===== src/rtl/early_rx_pkg.sv =====
// Package: shared types for the early receive interrupt unit.
// Assumes: nothing beyond the SystemVerilog 2017 language.
package early_rx_pkg;
    // Per-packet arming state.
    typedef enum logic [1:0] {
        ERX_IDLE  = 2'd0,
        ERX_WATCH = 2'd1,
        ERX_SPENT = 2'd2
    } erx_state_e;
endpackage


===== src/rtl/early_rx_frac_cmp.sv =====
// Module: fractional threshold comparator.
// Tests xfer*2^FRAC_W >= len*k without a divider. The product len*k is
// built as a shift-add over the bits of k. A zero k yields no hit.
// Assumes: k is in units of 1/2^FRAC_W of the packet length.
module early_rx_frac_cmp #(
    parameter int LEN_W  = 16,
    parameter int FRAC_W = 4
) (
    input  logic [LEN_W-1:0]  len,
    input  logic [LEN_W-1:0]  xfer,
    input  logic [FRAC_W-1:0] frac,
    output logic              hit
);
    localparam int PROD_W = LEN_W + FRAC_W;

    logic [PROD_W-1:0] partial [FRAC_W];
    logic [PROD_W-1:0] need;
    logic [PROD_W-1:0] scaled;

    // One partial product per bit of the fraction.
    for (genvar i = 0; i < FRAC_W; i++) begin : g_pp
        assign partial[i] = frac[i] ? (PROD_W'(len) << i) : '0;
    end

    // Sum the partial products into len*k.
    always_comb begin
        need = '0;
        for (int i = 0; i < FRAC_W; i++) begin
            need = need + partial[i];
        end
    end

    assign scaled = {xfer, {FRAC_W{1'b0}}};

    // Hit only when the fraction is enabled and reached.
    assign hit = (frac != '0) && (scaled >= need);
endmodule


===== src/rtl/early_rx_abs_cmp.sv =====
// Module: absolute byte-count threshold comparator.
// A zero count disables it. Otherwise it hits when xfer >= count.
// Assumes: both operands are unsigned byte counts.
module early_rx_abs_cmp #(
    parameter int LEN_W = 16,
    parameter int CNT_W = 12
) (
    input  logic [LEN_W-1:0] xfer,
    input  logic [CNT_W-1:0] count,
    output logic             hit
);
    localparam int CMP_W = (LEN_W > CNT_W) ? LEN_W : CNT_W;

    logic [CMP_W-1:0] xfer_w;
    logic [CMP_W-1:0] count_w;

    assign xfer_w  = CMP_W'(xfer);
    assign count_w = CMP_W'(count);

    // Hit when enabled and reached.
    assign hit = (count != '0) && (xfer_w >= count_w);
endmodule


===== src/rtl/early_rx_arm_ctrl.sv =====
// Module: per-packet arming control and pulse register.
// Start re-arms. Done disarms and blocks a pulse in the same cycle.
// The first hit while armed produces a single registered pulse.
// Assumes: start and done are single-cycle markers from the DMA side.
module early_rx_arm_ctrl
    import early_rx_pkg::*;
(
    input  logic clk,
    input  logic rst_n,
    input  logic pkt_start,
    input  logic pkt_done,
    input  logic hit,
    output logic early_irq
);
    erx_state_e state_q, state_d;
    logic       fire;
    logic       irq_q;

    // Next state and pulse request; start has top priority, then done.
    always_comb begin
        state_d = state_q;
        fire    = 1'b0;
        if (pkt_start) begin
            state_d = ERX_WATCH;
        end else begin
            case (state_q)
                ERX_WATCH: begin
                    if (pkt_done) begin
                        state_d = ERX_IDLE;
                    end else if (hit) begin
                        state_d = ERX_SPENT;
                        fire    = 1'b1;
                    end
                end
                ERX_SPENT: begin
                    if (pkt_done) state_d = ERX_IDLE;
                end
                default: state_d = state_q;
            endcase
        end
    end

    // State and output registers with synchronous reset.
    always_ff @(posedge clk) begin
        if (!rst_n) begin
            state_q <= ERX_IDLE;
            irq_q   <= 1'b0;
        end else begin
            state_q <= state_d;
            irq_q   <= fire;
        end
    end

    assign early_irq = irq_q;
endmodule


===== src/rtl/early_rx_irq.sv =====
// Module: early receive interrupt threshold unit (top).
// Selects, per packet, either the fractional or the absolute threshold.
// The choice follows the mode bit and the protocol flag. It then drives
// a single-cycle early interrupt at most once per packet.
// Assumes: inputs are synchronous to clk; proto_known is valid during the
// packet.
module early_rx_irq #(
    parameter int LEN_W  = 16,
    parameter int FRAC_W = 4,
    parameter int CNT_W  = 12
) (
    input  logic              clk,
    input  logic              rst_n,
    input  logic              pkt_start,
    input  logic              pkt_done,
    input  logic [LEN_W-1:0]  pkt_len,
    input  logic [LEN_W-1:0]  xfer_bytes,
    input  logic              proto_known,
    input  logic [FRAC_W-1:0] frac_sel,
    input  logic [CNT_W-1:0]  abs_count,
    input  logic              all_abs,
    output logic              early_irq
);
    logic frac_hit;
    logic abs_hit;
    logic use_abs;
    logic sel_hit;

    early_rx_frac_cmp #(.LEN_W(LEN_W), .FRAC_W(FRAC_W)) u_frac (
        .len  (pkt_len),
        .xfer (xfer_bytes),
        .frac (frac_sel),
        .hit  (frac_hit)
    );

    early_rx_abs_cmp #(.LEN_W(LEN_W), .CNT_W(CNT_W)) u_abs (
        .xfer  (xfer_bytes),
        .count (abs_count),
        .hit   (abs_hit)
    );

    // Source select: forced absolute, or absolute for unknown protocols.
    assign use_abs = all_abs | ~proto_known;
    assign sel_hit = use_abs ? abs_hit : frac_hit;

    early_rx_arm_ctrl u_ctrl (
        .clk       (clk),
        .rst_n     (rst_n),
        .pkt_start (pkt_start),
        .pkt_done  (pkt_done),
        .hit       (sel_hit),
        .early_irq (early_irq)
    );
endmodule


===== config.mk =====
export PLATFORM = sky130hd
export DESIGN_NAME = early_rx_irq
export DESIGN_NICKNAME = d
export VERILOG_FILES = /design/src/rtl/early_rx_pkg.sv /design/src/rtl/early_rx_frac_cmp.sv /design/src/rtl/early_rx_abs_cmp.sv /design/src/rtl/early_rx_arm_ctrl.sv /design/src/rtl/early_rx_irq.sv
export SDC_FILE = /design/constraint.sdc
export NUM_CORES = 1
export LEC_CHECK = 0
export BUFFER_PORTS_ARGS = -buffer_cell sky130_fd_sc_hd__buf_2
export CAP_MARGIN = 20
export CORE_ASPECT_RATIO = 1.1
export CORE_MARGIN = 3
export CORE_UTILIZATION = 40
export DETAILED_ROUTE_END_ITERATION = 10
export GPL_ROUTABILITY_DRIVEN = 0
export SYNTH_ARGS = -nofsm -noshare
export SYNTH_HDL_FRONTEND = slang
export SYNTH_SLANG_ARGS = --single-unit

===== constraint.sdc =====
create_clock -name clk -period 6.59 [get_ports clk]
set_input_delay 0 -clock clk [delete_from_list [all_inputs] [get_ports clk]]
set_output_delay 0 -clock clk [all_outputs]
set_load 0.05 [all_outputs]

==> impl_results.rst, run 1 <==
.. list-table::
   :header-rows: 1

   * - Metric
     - Value
   * - Sequential standard cell area
     - 60.1 µm²
   * - Wirelength per Cell
     - 12.3 µm
   * - Multi-input gate area in the final layout
     - about 0.0025 mm²
   * - Final TNS setup
     - 0 ns
   * - Pre-Repair DR Iteration Count
     - 6
   * - Sequential cell area fraction in the yosys report
     - around 2.1%
   * - HPWL Detailed
     - roughly 5600 µm
   * - Number of design-rule violations left by the first detailed-router iteration
     - between 80 and 90
   * - First-pass GRT wire length
     - 11,100 µm
   * - Peak VDD IR
     - roughly 160 µV
   * - End of the worst register-to-register path
     - u_ctrl.early_irq$_SDFF_PP0_
   * - Clk_lat worst skew
     - 0.22 ns
   * - Min-Delay Startpoint
     - rst_n
   * - Kind of critical path
     - input pin to flip-flop
   * - IO buf count
     - 54
   * - Synthesized cell area
     - between 0.002 and 0.003 mm²
   * - Path type of the worst min-delay path
     - input pin to flip-flop
   * - Residual overflow from global routing
     - 0
   * - Synth warn
     - 0
   * - Total Routed Length
     - between 6000 and 7000 µm
   * - Ports placed on the boundary
     - 55
   * - Endpoint of the worst hold path
     - u_ctrl.state_q[0]$_SDFFE_PN0P_
   * - Unique masters post-synth
     - 44
   * - Diodes inserted
     - 0
   * - Arrival time at the worst endpoint
     - 4.87 ns
   * - Most used routing layer in global routing
     - met2
   * - Starting density of the core
     - 42.3%
   * - Die height
     - approximately 95 µm
   * - Leading post-synthesis cells by cell area
     - sky130_fd_sc_hd__ha_1 (22%), sky130_fd_sc_hd__fa_1 (20%), sky130_fd_sc_hd__and2_1 (9.8%), sky130_fd_sc_hd__inv_1 (9.0%), sky130_fd_sc_hd__nand2_1 (4.6%)
   * - Actual slew at the worst max-slew pin
     - just under 0.5 ns
   * - TritonCTS clock tree
     - built
   * - Total power
     - between 0.0004 and 0.0005 W
   * - Number of cells traversed by the worst register-to-register path
     - 6
   * - Cell at the root of the clock tree
     - sky130_fd_sc_hd__clkbuf_8
   * - Largest fanout on the critical path
     - 17
   * - Clk sinks
     - 3
   * - Required time worst endpoint
     - ~6.8 ns
   * - Max Clock Freq
     - 0.212 GHz
   * - Synthesized area per cell
     - between 7 and 8 µm²
   * - Core occupancy in the finished layout
     - approximately 48%
   * - Die ar.
     - roughly 0.008 mm²
   * - Post-cts sizing count
     - 0
   * - Max-slew violation count
     - 0
   * - Fraction of post-synthesis cell area in the top cell type by area
     - 21.8%
   * - Max Root-Sink Buffers
     - 2
   * - Met2 demand-to-capacity share in global routing
     - ~27%
   * - Number of vias in the routed layout
     - between 2,000 and 3,000
   * - Kind of end point of the critical path
     - flip-flop
   * - Met1 Resource Use GR
     - between 20% and 30%
   * - Setup repair after global routing missed its margin
     - false
   * - Post-CTS clock slew at the launch and capture registers of the worst setup and hold paths
     - approximately 0.030 ns
   * - Main flop type after synthesis
     - sky130_fd_sc_hd__dfxtp_1
   * - # setup viols final
     - 0
   * - Die Width
     - 86.8 µm
   * - Startpoint of the worst register-to-register path
     - u_ctrl.state_q[1]$_SDFFE_PP0P_
   * - Final Hold Fails
     - 0
   * - Instance count along the most critical hold path
     - 2
   * - FF+latch count, synth
     - 3
   * - Total number of placement rows
     - 31
   * - Initial antenna violation count
     - 0
   * - Final critical-path required period
     - between 4 and 5 ns
   * - PD cells
     - roughly 150 mW/mm²
   * - Total nets after synthesis
     - 510
   * - Pin count of the biggest net entering global routing
     - 18
   * - H-tree Lvls
     - 1
   * - Floorplan Core Area
     - 0.00679 mm²
   * - Drt via density
     - between 5 and 6
   * - Number of global-route vias before repair
     - approximately 2,600
   * - Area Growth Syn to Fin
     - 14.3%
   * - Max-cap violation count
     - 0
   * - R2r setup slk
     - 4.52 ns
   * - Clock buffers created by TritonCTS
     - 3
   * - Final period utilization
     - between 70% and 80%
   * - Number of flops mapped to enable cells by yosys
     - 0
   * - Drc violations
     - 0
   * - Largest area contributor in the netlist
     - sky130_fd_sc_hd__ha_1
   * - Number of instances in the synthesized netlist
     - approximately 380
   * - Number of nets with antenna violations after routing
     - 0
   * - Run status
     - complete, no violations
   * - Count of filler cells inserted in the layout
     - roughly 700
   * - Post-CTS Setup Bufs
     - 0
   * - Startpoint Class
     - input pin
   * - Relative slew slack
     - 67.0%
   * - Overall routing resource usage
     - 16.0%
   * - Proportion of synthesized flip-flops having asynchronous set or reset
     - 0%
   * - Worst clock skew on the final layout
     - 0.00308 ns
   * - Fraction of met3 tracks used by global routing
     - under 10%
   * - Final #Nets
     - approximately 570
   * - Fraction of final layout cells with drive strength greater than 1
     - between 10% and 20%
   * - Final worst hold slack
     - 0.0288 ns
   * - Leakage
     - around 1.7 nW
## where the power goes
group	internal (W)	switching, W
sequential	0.0000190	0.000000393
combinational	0.000185	0.000238
clock	0.0000413	0.0000128
## stage by stage
| stage | instance area, µm² | setup slack [ns] | cells |
|---|---|---|---|
| 5_1_grt | 3290 | 1.55 | 514 |
| 2_1_floorplan | 2870 | 2.74 | 377 |
| 4_1_cts | 3290 | 1.92 | 514 |
| 3_3_place_gp | 3220 | 2.27 | 508 |
| 3_5_place_dp | 3220 | 2.21 | 508 |
| 6_report | 3290 | 1.88 | 514 |
## routing by layer
| metal | wire length, µm | vias to the layer above | share of wire (%) |
|---|---|---|---|
| met4 | 14 | 0 | 0.22 |
| met2 | 2870 | 65 | 45 |
| li1 | - | 1366 | - |
| met1 | 3170 | 1187 | 50 |
| met3 | 290 | 3 | 4.6 |
| met5 | 0 | - | 0 |
## worst max-delay path by stage
| stage | from | endpoint | slack [ns] | cells past startpoint |
|---|---|---|---|---|
| after floorplan | frac_sel[3] | u_ctrl.early_irq$_SDFF_PP0_ | 2.74 | 19 |
| after global placement | frac_sel[2] | u_ctrl.state_q[0]$_SDFFE_PN0P_ | 2.27 | 20 |
| after detailed placement | frac_sel[2] | u_ctrl.state_q[1]$_SDFFE_PP0P_ | 2.21 | 20 |
| after CTS | frac_sel[2] | u_ctrl.early_irq$_SDFF_PP0_ | 1.92 | 21 |
| after global routing | frac_sel[2] | u_ctrl.early_irq$_SDFF_PP0_ | 1.55 | 21 |
| final | frac_sel[2] | u_ctrl.early_irq$_SDFF_PP0_ | 1.88 | 21 |
## cells in the final DEF, fill, tap and decap left out, types with 3 or more instances in the layout
master and count:
sky130_fd_sc_hd__a211oi_1 5, sky130_fd_sc_hd__a21o_1 5, sky130_fd_sc_hd__a21oi_1 21, sky130_fd_sc_hd__and2_1 45, sky130_fd_sc_hd__buf_2 54, sky130_fd_sc_hd__clkbuf_8 3, sky130_fd_sc_hd__dfxtp_1 3, sky130_fd_sc_hd__fa_1 29
sky130_fd_sc_hd__ha_1 50, sky130_fd_sc_hd__inv_1 69, sky130_fd_sc_hd__nand2_1 35, sky130_fd_sc_hd__nand2b_1 8, sky130_fd_sc_hd__nand3_1 4, sky130_fd_sc_hd__nand4_1 3, sky130_fd_sc_hd__nor2_1 20, sky130_fd_sc_hd__nor2b_1 4
sky130_fd_sc_hd__nor3_1 3, sky130_fd_sc_hd__nor3b_1 3, sky130_fd_sc_hd__nor4_1 5, sky130_fd_sc_hd__o21ai_0 14, sky130_fd_sc_hd__o21ai_1 4, sky130_fd_sc_hd__or3_1 3, sky130_fd_sc_hd__xnor2_1 3, sky130_fd_sc_hd__xor2_1 8
## registers in the layout (all words and copies together) (netlist names)
register          flops
u_ctrl.early_irq      1
u_ctrl.state_q        2
## area by class of cell
cell class	instances	share of cell area [%]
clock buffers	4	1.37
repair buffers	56	8.83
multi-input cells	300	77.0
inverters	69	7.88
well taps	82	3.12
flip-flops and latches	3	1.83
## kinds of logic (layout without fill, tap and decap cells)
family | after synthesis | count (layout) | share of synthesized area, %
DFF | 3 | 3 | 2.09
xor gates and xnor gates | 11 | 11 | 3.35
and+or+nand+nor | 140 | 140 | 26.0
adders and majority gates | 79 | 79 | 42.0
buffers and inverters | 74 | 129 | 9.93
AOI/OAI and AO/OA | 70 | 70 | 16.6
## critical path: stages
cell	delay, ns
sky130_fd_sc_hd__buf_2	0.25
sky130_fd_sc_hd__and2_1	0.20
sky130_fd_sc_hd__fa_1	0.45
sky130_fd_sc_hd__fa_1	0.55
sky130_fd_sc_hd__ha_1	0.19
sky130_fd_sc_hd__inv_1	0.07
sky130_fd_sc_hd__fa_1	0.40
sky130_fd_sc_hd__nand2b_1	0.19
sky130_fd_sc_hd__a21oi_2	0.17
sky130_fd_sc_hd__o211ai_2	0.13
sky130_fd_sc_hd__a31oi_1	0.22
sky130_fd_sc_hd__o311ai_1	0.11
sky130_fd_sc_hd__a311oi_1	0.33
sky130_fd_sc_hd__ha_1	0.20
sky130_fd_sc_hd__nand3_1	0.10
sky130_fd_sc_hd__nor2_1	0.11
sky130_fd_sc_hd__nand2_1	0.07
sky130_fd_sc_hd__o211ai_2	0.20
sky130_fd_sc_hd__a21oi_1	0.11
sky130_fd_sc_hd__nor4b_2	0.24
sky130_fd_sc_hd__dlygate4sd3_1	0.58
## repair_timing
item	CTS	global route
endpoints found under the hold margin	1	0
endpoints found under the setup margin	0	0
hold buffers	2	0
## Yosys cell counts (4+ instances only)
cell type	instances
sky130_fd_sc_hd__inv_1	69
sky130_fd_sc_hd__nand2_1	35
sky130_fd_sc_hd__nor2b_1	4
sky130_fd_sc_hd__nor2_1	20
sky130_fd_sc_hd__o21ai_1	4
sky130_fd_sc_hd__clkbuf_1	4
sky130_fd_sc_hd__o21ai_0	14
sky130_fd_sc_hd__and2_1	45
sky130_fd_sc_hd__nor4_1	5
sky130_fd_sc_hd__ha_1	50
sky130_fd_sc_hd__nand3_1	4
sky130_fd_sc_hd__nand2b_1	8
sky130_fd_sc_hd__a21o_1	5
sky130_fd_sc_hd__a211oi_1	5
sky130_fd_sc_hd__fa_1	29
sky130_fd_sc_hd__a21oi_1	21
sky130_fd_sc_hd__xor2_1	8
Note: power is estimated with default switching activity, not from simulation.
==> run 2: changes to the inputs <==
Clock period 6.59 ns to 4.4 ns, I/O delays scaled along.
==> impl_results.rst, run 2 (synthesis results as in run 1) <==
.. list-table::
   :header-rows: 1

   * - Metric
     - Value
   * - Min-Delay Startpoint
     - rst_n (unchanged)
   * - Kind of end point of the critical path
     - flip-flop (unchanged)
   * - Required time worst endpoint
     - 4.50 ns (was 6.75 ns)
   * - TritonCTS clock tree
     - built (unchanged)
   * - Wirelength per Cell
     - 12.5 µm (was 12.3 µm)
   * - Setup repair after global routing missed its margin
     - false (unchanged)
   * - Number of vias in the routed layout
     - 2,624 (was 2,621)
   * - Overall routing resource usage
     - 16.2% (was 16.0%)
   * - Kind of critical path
     - input pin to flip-flop (unchanged)
   * - Total number of placement rows
     - 31 (unchanged)
   * - Arrival time at the worst endpoint
     - 4.23 ns (was 4.87 ns)
   * - Die ar.
     - 0.00824 mm² (unchanged)
   * - Endpoint of the worst hold path
     - u_ctrl.state_q[0]$_SDFFE_PN0P_ (unchanged)
   * - Die height
     - 94.9 µm (unchanged)
   * - Final Hold Fails
     - 0 (unchanged)
   * - Number of cells traversed by the worst register-to-register path
     - 5 (was 6)
   * - Actual slew at the worst max-slew pin
     - 0.567 ns (was 0.491 ns)
   * - Max Clock Freq
     - between 0.2 and 0.25 GHz
   * - Residual overflow from global routing
     - 0 (unchanged)
   * - First-pass GRT wire length
     - 11,200 µm (was 11,100 µm)
   * - Final critical-path required period
     - around 4.1 ns
   * - Relative slew slack
     - 61.8% (was 67.0%)
   * - Final period utilization
     - 93.8%
   * - Final TNS setup
     - 0 ns (unchanged)
   * - Number of global-route vias before repair
     - 2,590 (was 2,560)
   * - Drc violations
     - 0 (unchanged)
   * - Run status
     - complete, no violations (unchanged)
   * - Initial antenna violation count
     - 0 (unchanged)
   * - Fraction of final layout cells with drive strength greater than 1
     - 15.5% (was 15.3%)
   * - Max Root-Sink Buffers
     - 2 (unchanged)
   * - Startpoint Class
     - input pin (unchanged)
   * - Leakage
     - 1.73 nW (about the same)
   * - Max FFs per register
     - 2 (unchanged)
   * - PD cells
     - 229 mW/mm² (was 151 mW/mm²)
   * - Die Width
     - 86.8 µm (unchanged)
   * - Leading cell type in the layout, fill and taps excluded
     - sky130_fd_sc_hd__inv_1 (unchanged)
   * - Number of nets with antenna violations after routing
     - 0 (unchanged)
   * - # setup viols final
     - 0 (unchanged)
   * - Clk sinks
     - 3 (unchanged)
   * - R2r setup slk
     - 2.86 ns (was 4.52 ns)
   * - Path type of the worst min-delay path
     - input pin to flip-flop (unchanged)
   * - Routed wire length on met2
     - 2900 µm (was 2870 µm)
   * - Max-slew violation count
     - 0 (unchanged)
   * - Register bank with the most flops
     - u_ctrl.state_q (unchanged)
   * - Final #Nets
     - 566 (unchanged)
   * - Met3 routed WL
     - 270 µm (was 290 µm)
   * - Pre-Repair DR Iteration Count
     - 4 (was 6)
   * - Cell at the root of the clock tree
     - sky130_fd_sc_hd__clkbuf_8 (unchanged)
   * - Startpoint of the worst register-to-register path
     - u_ctrl.state_q[1]$_SDFFE_PP0P_ (unchanged)
   * - IO buf count
     - 54 (unchanged)
   * - Post-CTS clock slew at the launch and capture registers of the worst setup and hold paths
     - 0.04 ns (was 0.03 ns)
   * - H-tree Lvls
     - 1 (unchanged)
   * - Total power
     - 0.000755 W (was 0.000497 W)
   * - Pin count of the biggest net entering global routing
     - 18 (unchanged)
   * - Area Growth Syn to Fin
     - 14.7% (was 14.3%)
   * - Starting density of the core
     - 42.3% (unchanged)
   * - Clock buffers created by TritonCTS
     - 3 (unchanged)
   * - Ports placed on the boundary
     - 55 (unchanged)
   * - Clk_lat worst skew
     - 0.23 ns (was 0.22 ns)
   * - Drt via density
     - 5.11 (was 5.10)
   * - Worst clock skew on the final layout
     - 0.00660 ns (was 0.00308 ns)
   * - Post-CTS Setup Bufs
     - 0 (unchanged)
   * - End of the worst register-to-register path
     - u_ctrl.early_irq$_SDFF_PP0_ (unchanged)
   * - Post-route met1 wirelength
     - 3210 µm (was 3170 µm)
   * - Floorplan Core Area
     - 0.00679 mm² (unchanged)
   * - Max-cap violation count
     - 0 (unchanged)
   * - Diodes inserted
     - 0 (unchanged)
   * - Top layer used by detailed routing
     - met4 (unchanged)
   * - Number of design-rule violations left by the first detailed-router iteration
     - 45 (was 81)
   * - Instance count along the most critical hold path
     - 2 (unchanged)
   * - HPWL Detailed
     - 5680 µm (was 5650 µm)
   * - Peak VDD IR
     - 183 µV (was 159 µV)
   * - Largest fanout on the critical path
     - 17 (unchanged)
   * - Leading cell types in the layout, fill and taps excluded
     - sky130_fd_sc_hd__inv_1 (69), sky130_fd_sc_hd__buf_2 (51), sky130_fd_sc_hd__ha_1 (50) (was sky130_fd_sc_hd__inv_1 (69), sky130_fd_sc_hd__buf_2 (54), sky130_fd_sc_hd__ha_1 (50))
   * - Total Routed Length
     - 6430 µm (was 6350 µm)
run 2: metal layers:
| metal | vias up | track usage [%] |
|---|---|---|
| met5 | - | 0 |
| met4 | 0 | 2.73 |
| met3 | 4 | 0.873 |
| met2 | 60 | 27.7 |
| met1 | 1199 | 22.9 |
| li1 | 1361 | - |
run 2: where the power goes:
| group | internal, W | switching (W) |
|---|---|---|
| registers | 0.0000284 | 0.000000548 |
| logic | 0.000279 | 0.000362 |
| clock network | 0.0000622 | 0.0000231 |
run 2: final cells by class:
class / count / area, µm²
multi-input combinational: 300 / 2530
clock buffer: 4 / 45.0
sequential: 3 / 60.1
tap: 82 / 103
inverter: 69 / 259
timing repair buffer: 56 / 298
fill: 708 / 3490
run 2: worst max path at each step:
stage	startpoint	end	slack, ns	cells past startpoint
floorplan	frac_sel[3]	u_ctrl.early_irq$_SDFF_PP0_	0.55	19
global placement	frac_sel[2]	u_ctrl.state_q[0]$_SDFFE_PN0P_	0.08	20
detailed placement	frac_sel[2]	u_ctrl.state_q[1]$_SDFFE_PP0P_	0.03	20
CTS	frac_sel[2]	u_ctrl.state_q[1]$_SDFFE_PP0P_	0.24	20
global route	frac_sel[3]	u_ctrl.early_irq$_SDFF_PP0_	0.008	20
finish	frac_sel[3]	u_ctrl.state_q[1]$_SDFFE_PP0P_	0.27	20
run 2: worst max-delay path, stage by stage:
cell and delay [ns]:
sky130_fd_sc_hd__clkbuf_4 0.19, sky130_fd_sc_hd__and2_1 0.18, sky130_fd_sc_hd__fa_1 0.50, sky130_fd_sc_hd__fa_1 0.55, sky130_fd_sc_hd__ha_1 0.19, sky130_fd_sc_hd__inv_1 0.06
sky130_fd_sc_hd__fa_1 0.40, sky130_fd_sc_hd__nand2b_1 0.19, sky130_fd_sc_hd__a21oi_2 0.18, sky130_fd_sc_hd__o211ai_2 0.13, sky130_fd_sc_hd__a31oi_1 0.22, sky130_fd_sc_hd__o311ai_1 0.11
sky130_fd_sc_hd__a311oi_1 0.32, sky130_fd_sc_hd__ha_1 0.31, sky130_fd_sc_hd__nand3_1 0.13, sky130_fd_sc_hd__nor2_2 0.07, sky130_fd_sc_hd__o31ai_4 0.05, sky130_fd_sc_hd__o211ai_2 0.13
sky130_fd_sc_hd__a211oi_1 0.25, sky130_fd_sc_hd__nor2_1 0.08
run 2: through the flow:
step / hold WS (ns) / area [µm²] / utilization (%) / setup WS [ns] / instances
global placement: 0.209 / 3220 / 47.4 / 0.0765 / 508
CTS: 0.0148 / 3290 / 48.4 / 0.238 / 514
global route: 0.0421 / 3300 / 48.6 / 0.00776 / 514
finish: 0.0146 / 3300 / 48.6 / 0.272 / 514
floorplan: 0.0714 / 2870 / - / 0.551 / 377
detailed placement: 0.208 / 3220 / 47.4 / 0.0290 / 508
run 2: timing repair:
item	4_1_cts	5_1_grt
gates resized for setup	0	4
hold buffers	2	0
endpoints found under the hold margin	1	0
setup endpoints to repair	0	3
==> run 3: changes to the inputs <==
Settings changed: CTS_BUF_LIST set to sky130_fd_sc_hd__clkbuf_16.
==> impl_results.rst, run 3 (synthesis results as in run 1) <==
.. list-table::
   :header-rows: 1

   * - Metric
     - Value
   * - Startpoint Class
     - input pin (unchanged)
   * - Die height
     - 94.9 µm (unchanged)
   * - Max FFs per register
     - 2 (unchanged)
   * - Arrival time at the worst endpoint
     - 4.24 ns (was 4.23 ns)
   * - Wirelength per Cell
     - 12.5 µm (about the same)
   * - Number of nets with antenna violations after routing
     - 0 (unchanged)
   * - First-pass GRT wire length
     - 11,200 µm (about the same)
   * - Multi-input gate area in the final layout
     - 0.00253 mm² (unchanged)
   * - Register bank with the most flops
     - u_ctrl.state_q (unchanged)
   * - H-tree Lvls
     - 1 (unchanged)
   * - Path type of the worst min-delay path
     - input pin to flip-flop (unchanged)
   * - IO buf count
     - 54 (unchanged)
   * - Overall routing resource usage
     - 16.3% (was 16.2%)
   * - Max-cap violation count
     - 0 (unchanged)
   * - Min-Delay Startpoint
     - rst_n (unchanged)
   * - TritonCTS clock tree
     - built (unchanged)
   * - Total number of placement rows
     - 31 (unchanged)
   * - Final period utilization
     - 93.9% (was 93.8%)
   * - Max Root-Sink Buffers
     - 2 (unchanged)
   * - Cell area after placement
     - 0.00322 mm² (unchanged)
   * - Largest fanout on the critical path
     - 17 (unchanged)
   * - Number of design-rule violations left by the first detailed-router iteration
     - 63 (was 45)
   * - Max Clock Freq
     - 0.242 GHz (about the same)
   * - Final worst hold slack
     - 0.00977 ns (was 0.0146 ns)
   * - Post-CTS clock slew at the launch and capture registers of the worst setup and hold paths
     - 0.03 ns (was 0.04 ns)
   * - HPWL Detailed
     - 5680 µm (unchanged)
   * - Run status
     - complete, no violations (unchanged)
   * - Total Routed Length
     - 6430 µm (about the same)
   * - Sequential standard cell area
     - 60.1 µm² (unchanged)
   * - Leading cell type in the layout, fill and taps excluded
     - sky130_fd_sc_hd__inv_1 (unchanged)
   * - Top layer used by detailed routing
     - met4 (unchanged)
   * - Initial antenna violation count
     - 0 (unchanged)
   * - Leading cell types in the layout, fill and taps excluded
     - sky130_fd_sc_hd__inv_1 (70), sky130_fd_sc_hd__buf_2 (51), sky130_fd_sc_hd__ha_1 (50) (was sky130_fd_sc_hd__inv_1 (69), sky130_fd_sc_hd__buf_2 (51), sky130_fd_sc_hd__ha_1 (50))
   * - Kind of critical path
     - input pin to flip-flop (unchanged)
   * - Count of filler cells inserted in the layout
     - 702 (was 708)
   * - Setup repair after global routing missed its margin
     - false (unchanged)
   * - Required time worst endpoint
     - 4.51 ns (was 4.50 ns)
   * - Residual overflow from global routing
     - 0 (unchanged)
   * - Endpoint of the worst hold path
     - u_ctrl.state_q[0]$_SDFFE_PN0P_ (unchanged)
   * - Die ar.
     - 0.00824 mm² (unchanged)
   * - Setup slack after layout
     - 0.268 ns (was 0.272 ns)
   * - Fraction of final layout cells with drive strength greater than 1
     - 15.5% (unchanged)
   * - Number of global-route vias before repair
     - 2,604 (was 2,590)
   * - Pin count of the biggest net entering global routing
     - 18 (unchanged)
   * - Final critical-path required period
     - 4.13 ns (about the same)
   * - End of the worst register-to-register path
     - u_ctrl.early_irq$_SDFF_PP0_ (unchanged)
   * - # setup viols final
     - 0 (unchanged)
   * - Ports placed on the boundary
     - 55 (unchanged)
   * - Relative slew slack
     - 61.9% (was 61.8%)
   * - Clk_lat worst skew
     - 0.23 ns (about the same)
   * - Pre-Repair DR Iteration Count
     - 4 (unchanged)
   * - Peak VDD IR
     - 293 µV (was 183 µV)
   * - Routed wire length on met2
     - 2940 µm (was 2900 µm)
   * - Final #Nets
     - 566 (unchanged)
   * - Clk sinks
     - 3 (unchanged)
   * - Final TNS setup
     - 0 ns (unchanged)
   * - Diodes inserted
     - 0 (unchanged)
   * - Floorplan Core Area
     - 0.00679 mm² (unchanged)
   * - Final Hold Fails
     - 0 (unchanged)
   * - Instance count along the most critical hold path
     - 2 (unchanged)
   * - Number of cells traversed by the worst register-to-register path
     - 5 (unchanged)
   * - Number of vias in the routed layout
     - 2,630 (was 2,624)
   * - Kind of end point of the critical path
     - flip-flop (unchanged)
   * - Met3 routed WL
     - 289 µm (was 270 µm)
   * - Post-route met1 wirelength
     - 3170 µm (was 3210 µm)
   * - PD cells
     - 246 mW/mm² (was 229 mW/mm²)
   * - Starting density of the core
     - 42.3% (unchanged)
   * - Clock buffers created by TritonCTS
     - 3 (unchanged)
   * - Area Growth Syn to Fin
     - 15.8% (was 14.7%)
   * - Post-CTS Setup Bufs
     - 0 (unchanged)
   * - Worst clock skew on the final layout
     - 0.00384 ns (was 0.00660 ns)
   * - Cell at the root of the clock tree
     - sky130_fd_sc_hd__clkbuf_16 (was sky130_fd_sc_hd__clkbuf_8)
   * - Startpoint of the worst register-to-register path
     - u_ctrl.state_q[1]$_SDFFE_PP0P_ (unchanged)
   * - Dpl ws
     - 0.0290 ns (unchanged)
   * - Leakage
     - 1.75 nW (was 1.73 nW)
   * - R2r setup slk
     - 2.90 ns (was 2.86 ns)
   * - Area of all placed cells without fillers
     - 0.00333 mm² (was 0.00330 mm²)
   * - Die Width
     - 86.8 µm (unchanged)
   * - Max-slew violation count
     - 0 (unchanged)
   * - Drt via density
     - 5.12 (was 5.11)
   * - Actual slew at the worst max-slew pin
     - 0.567 ns (about the same)
   * - Drc violations
     - 0 (unchanged)
## run 3: cell types whose count changed in the layout (fill, tap and decap cells not counted)
| cell | delta |
|---|---|
| sky130_fd_sc_hd__clkbuf_1 | -1 |
| sky130_fd_sc_hd__clkbuf_16 | +3 |
| sky130_fd_sc_hd__clkbuf_8 | -3 |
| sky130_fd_sc_hd__inv_1 | +1 |
## run 3: worst max path at each step
| stage | from | slack (ns) | cells past startpoint | end |
|---|---|---|---|---|
| global route | frac_sel[3] | 0.009 | 20 | u_ctrl.early_irq$_SDFF_PP0_ |
| CTS | frac_sel[2] | 0.24 | 20 | u_ctrl.state_q[1]$_SDFFE_PP0P_ |
| floorplan | frac_sel[3] | 0.55 | 19 | u_ctrl.early_irq$_SDFF_PP0_ |
| detailed placement | frac_sel[2] | 0.03 | 20 | u_ctrl.state_q[1]$_SDFFE_PP0P_ |
| global placement | frac_sel[2] | 0.08 | 20 | u_ctrl.state_q[0]$_SDFFE_PN0P_ |
| finish | frac_sel[3] | 0.27 | 20 | u_ctrl.state_q[1]$_SDFFE_PP0P_ |
## run 3: through the flow
step	util [%]	power, W	std cells
global placement	47.4	0.000657	508
detailed placement	47.4	0.000669	508
finish	49.1	0.000817	514
global route	49.1	0.000929	514
CTS	48.9	0.000824	514
floorplan	-	0.000523	377
## run 3: power by group
part	switching [W]	total [W]	internal, W	leakage (nW)
Clock	0.0000296	0.000147	0.000118	0.0423
Sequential	0.000000543	0.0000289	0.0000284	0.0245
Combinational	0.000362	0.000641	0.000279	1.68
## run 3: area by class of cell
| cell class | instances | area share, % |
|---|---|---|
| clock inverters | 1 | 0.113 |
| repair buffers | 56 | 8.94 |
| well taps | 82 | 3.08 |
| multi-input cells | 300 | 76.0 |
| inverters | 69 | 7.78 |
| flip-flops and latches | 3 | 1.80 |
| clock buffers | 3 | 2.25 |
## run 3: layer usage
layer  vias to the layer above  track usage (%)
met5                         -                0
met3                         4             1.13
met4                         0             2.34
li1                       1358                -
met2                        59             27.8
met1                      1209             22.9
## run 3: repair_timing
item,CTS,global route
hold endpoints to repair,1,0
setup endpoints to repair,0,3
hold buffers,2,0
gates resized for setup,0,4
## run 3: worst max-delay path, cell delays in order
cell and delay [ns]:
sky130_fd_sc_hd__clkbuf_4 0.19, sky130_fd_sc_hd__and2_1 0.18, sky130_fd_sc_hd__fa_1 0.50, sky130_fd_sc_hd__fa_1 0.55
sky130_fd_sc_hd__ha_1 0.19, sky130_fd_sc_hd__inv_1 0.06, sky130_fd_sc_hd__fa_1 0.40, sky130_fd_sc_hd__nand2b_1 0.19
sky130_fd_sc_hd__a21oi_2 0.18, sky130_fd_sc_hd__o211ai_2 0.13, sky130_fd_sc_hd__a31oi_1 0.22, sky130_fd_sc_hd__o311ai_1 0.11
sky130_fd_sc_hd__a311oi_1 0.32, sky130_fd_sc_hd__ha_1 0.31, sky130_fd_sc_hd__nand3_1 0.13, sky130_fd_sc_hd__nor2_2 0.07
sky130_fd_sc_hd__o31ai_4 0.05, sky130_fd_sc_hd__o211ai_2 0.14, sky130_fd_sc_hd__a211oi_1 0.25, sky130_fd_sc_hd__nor2_1 0.08
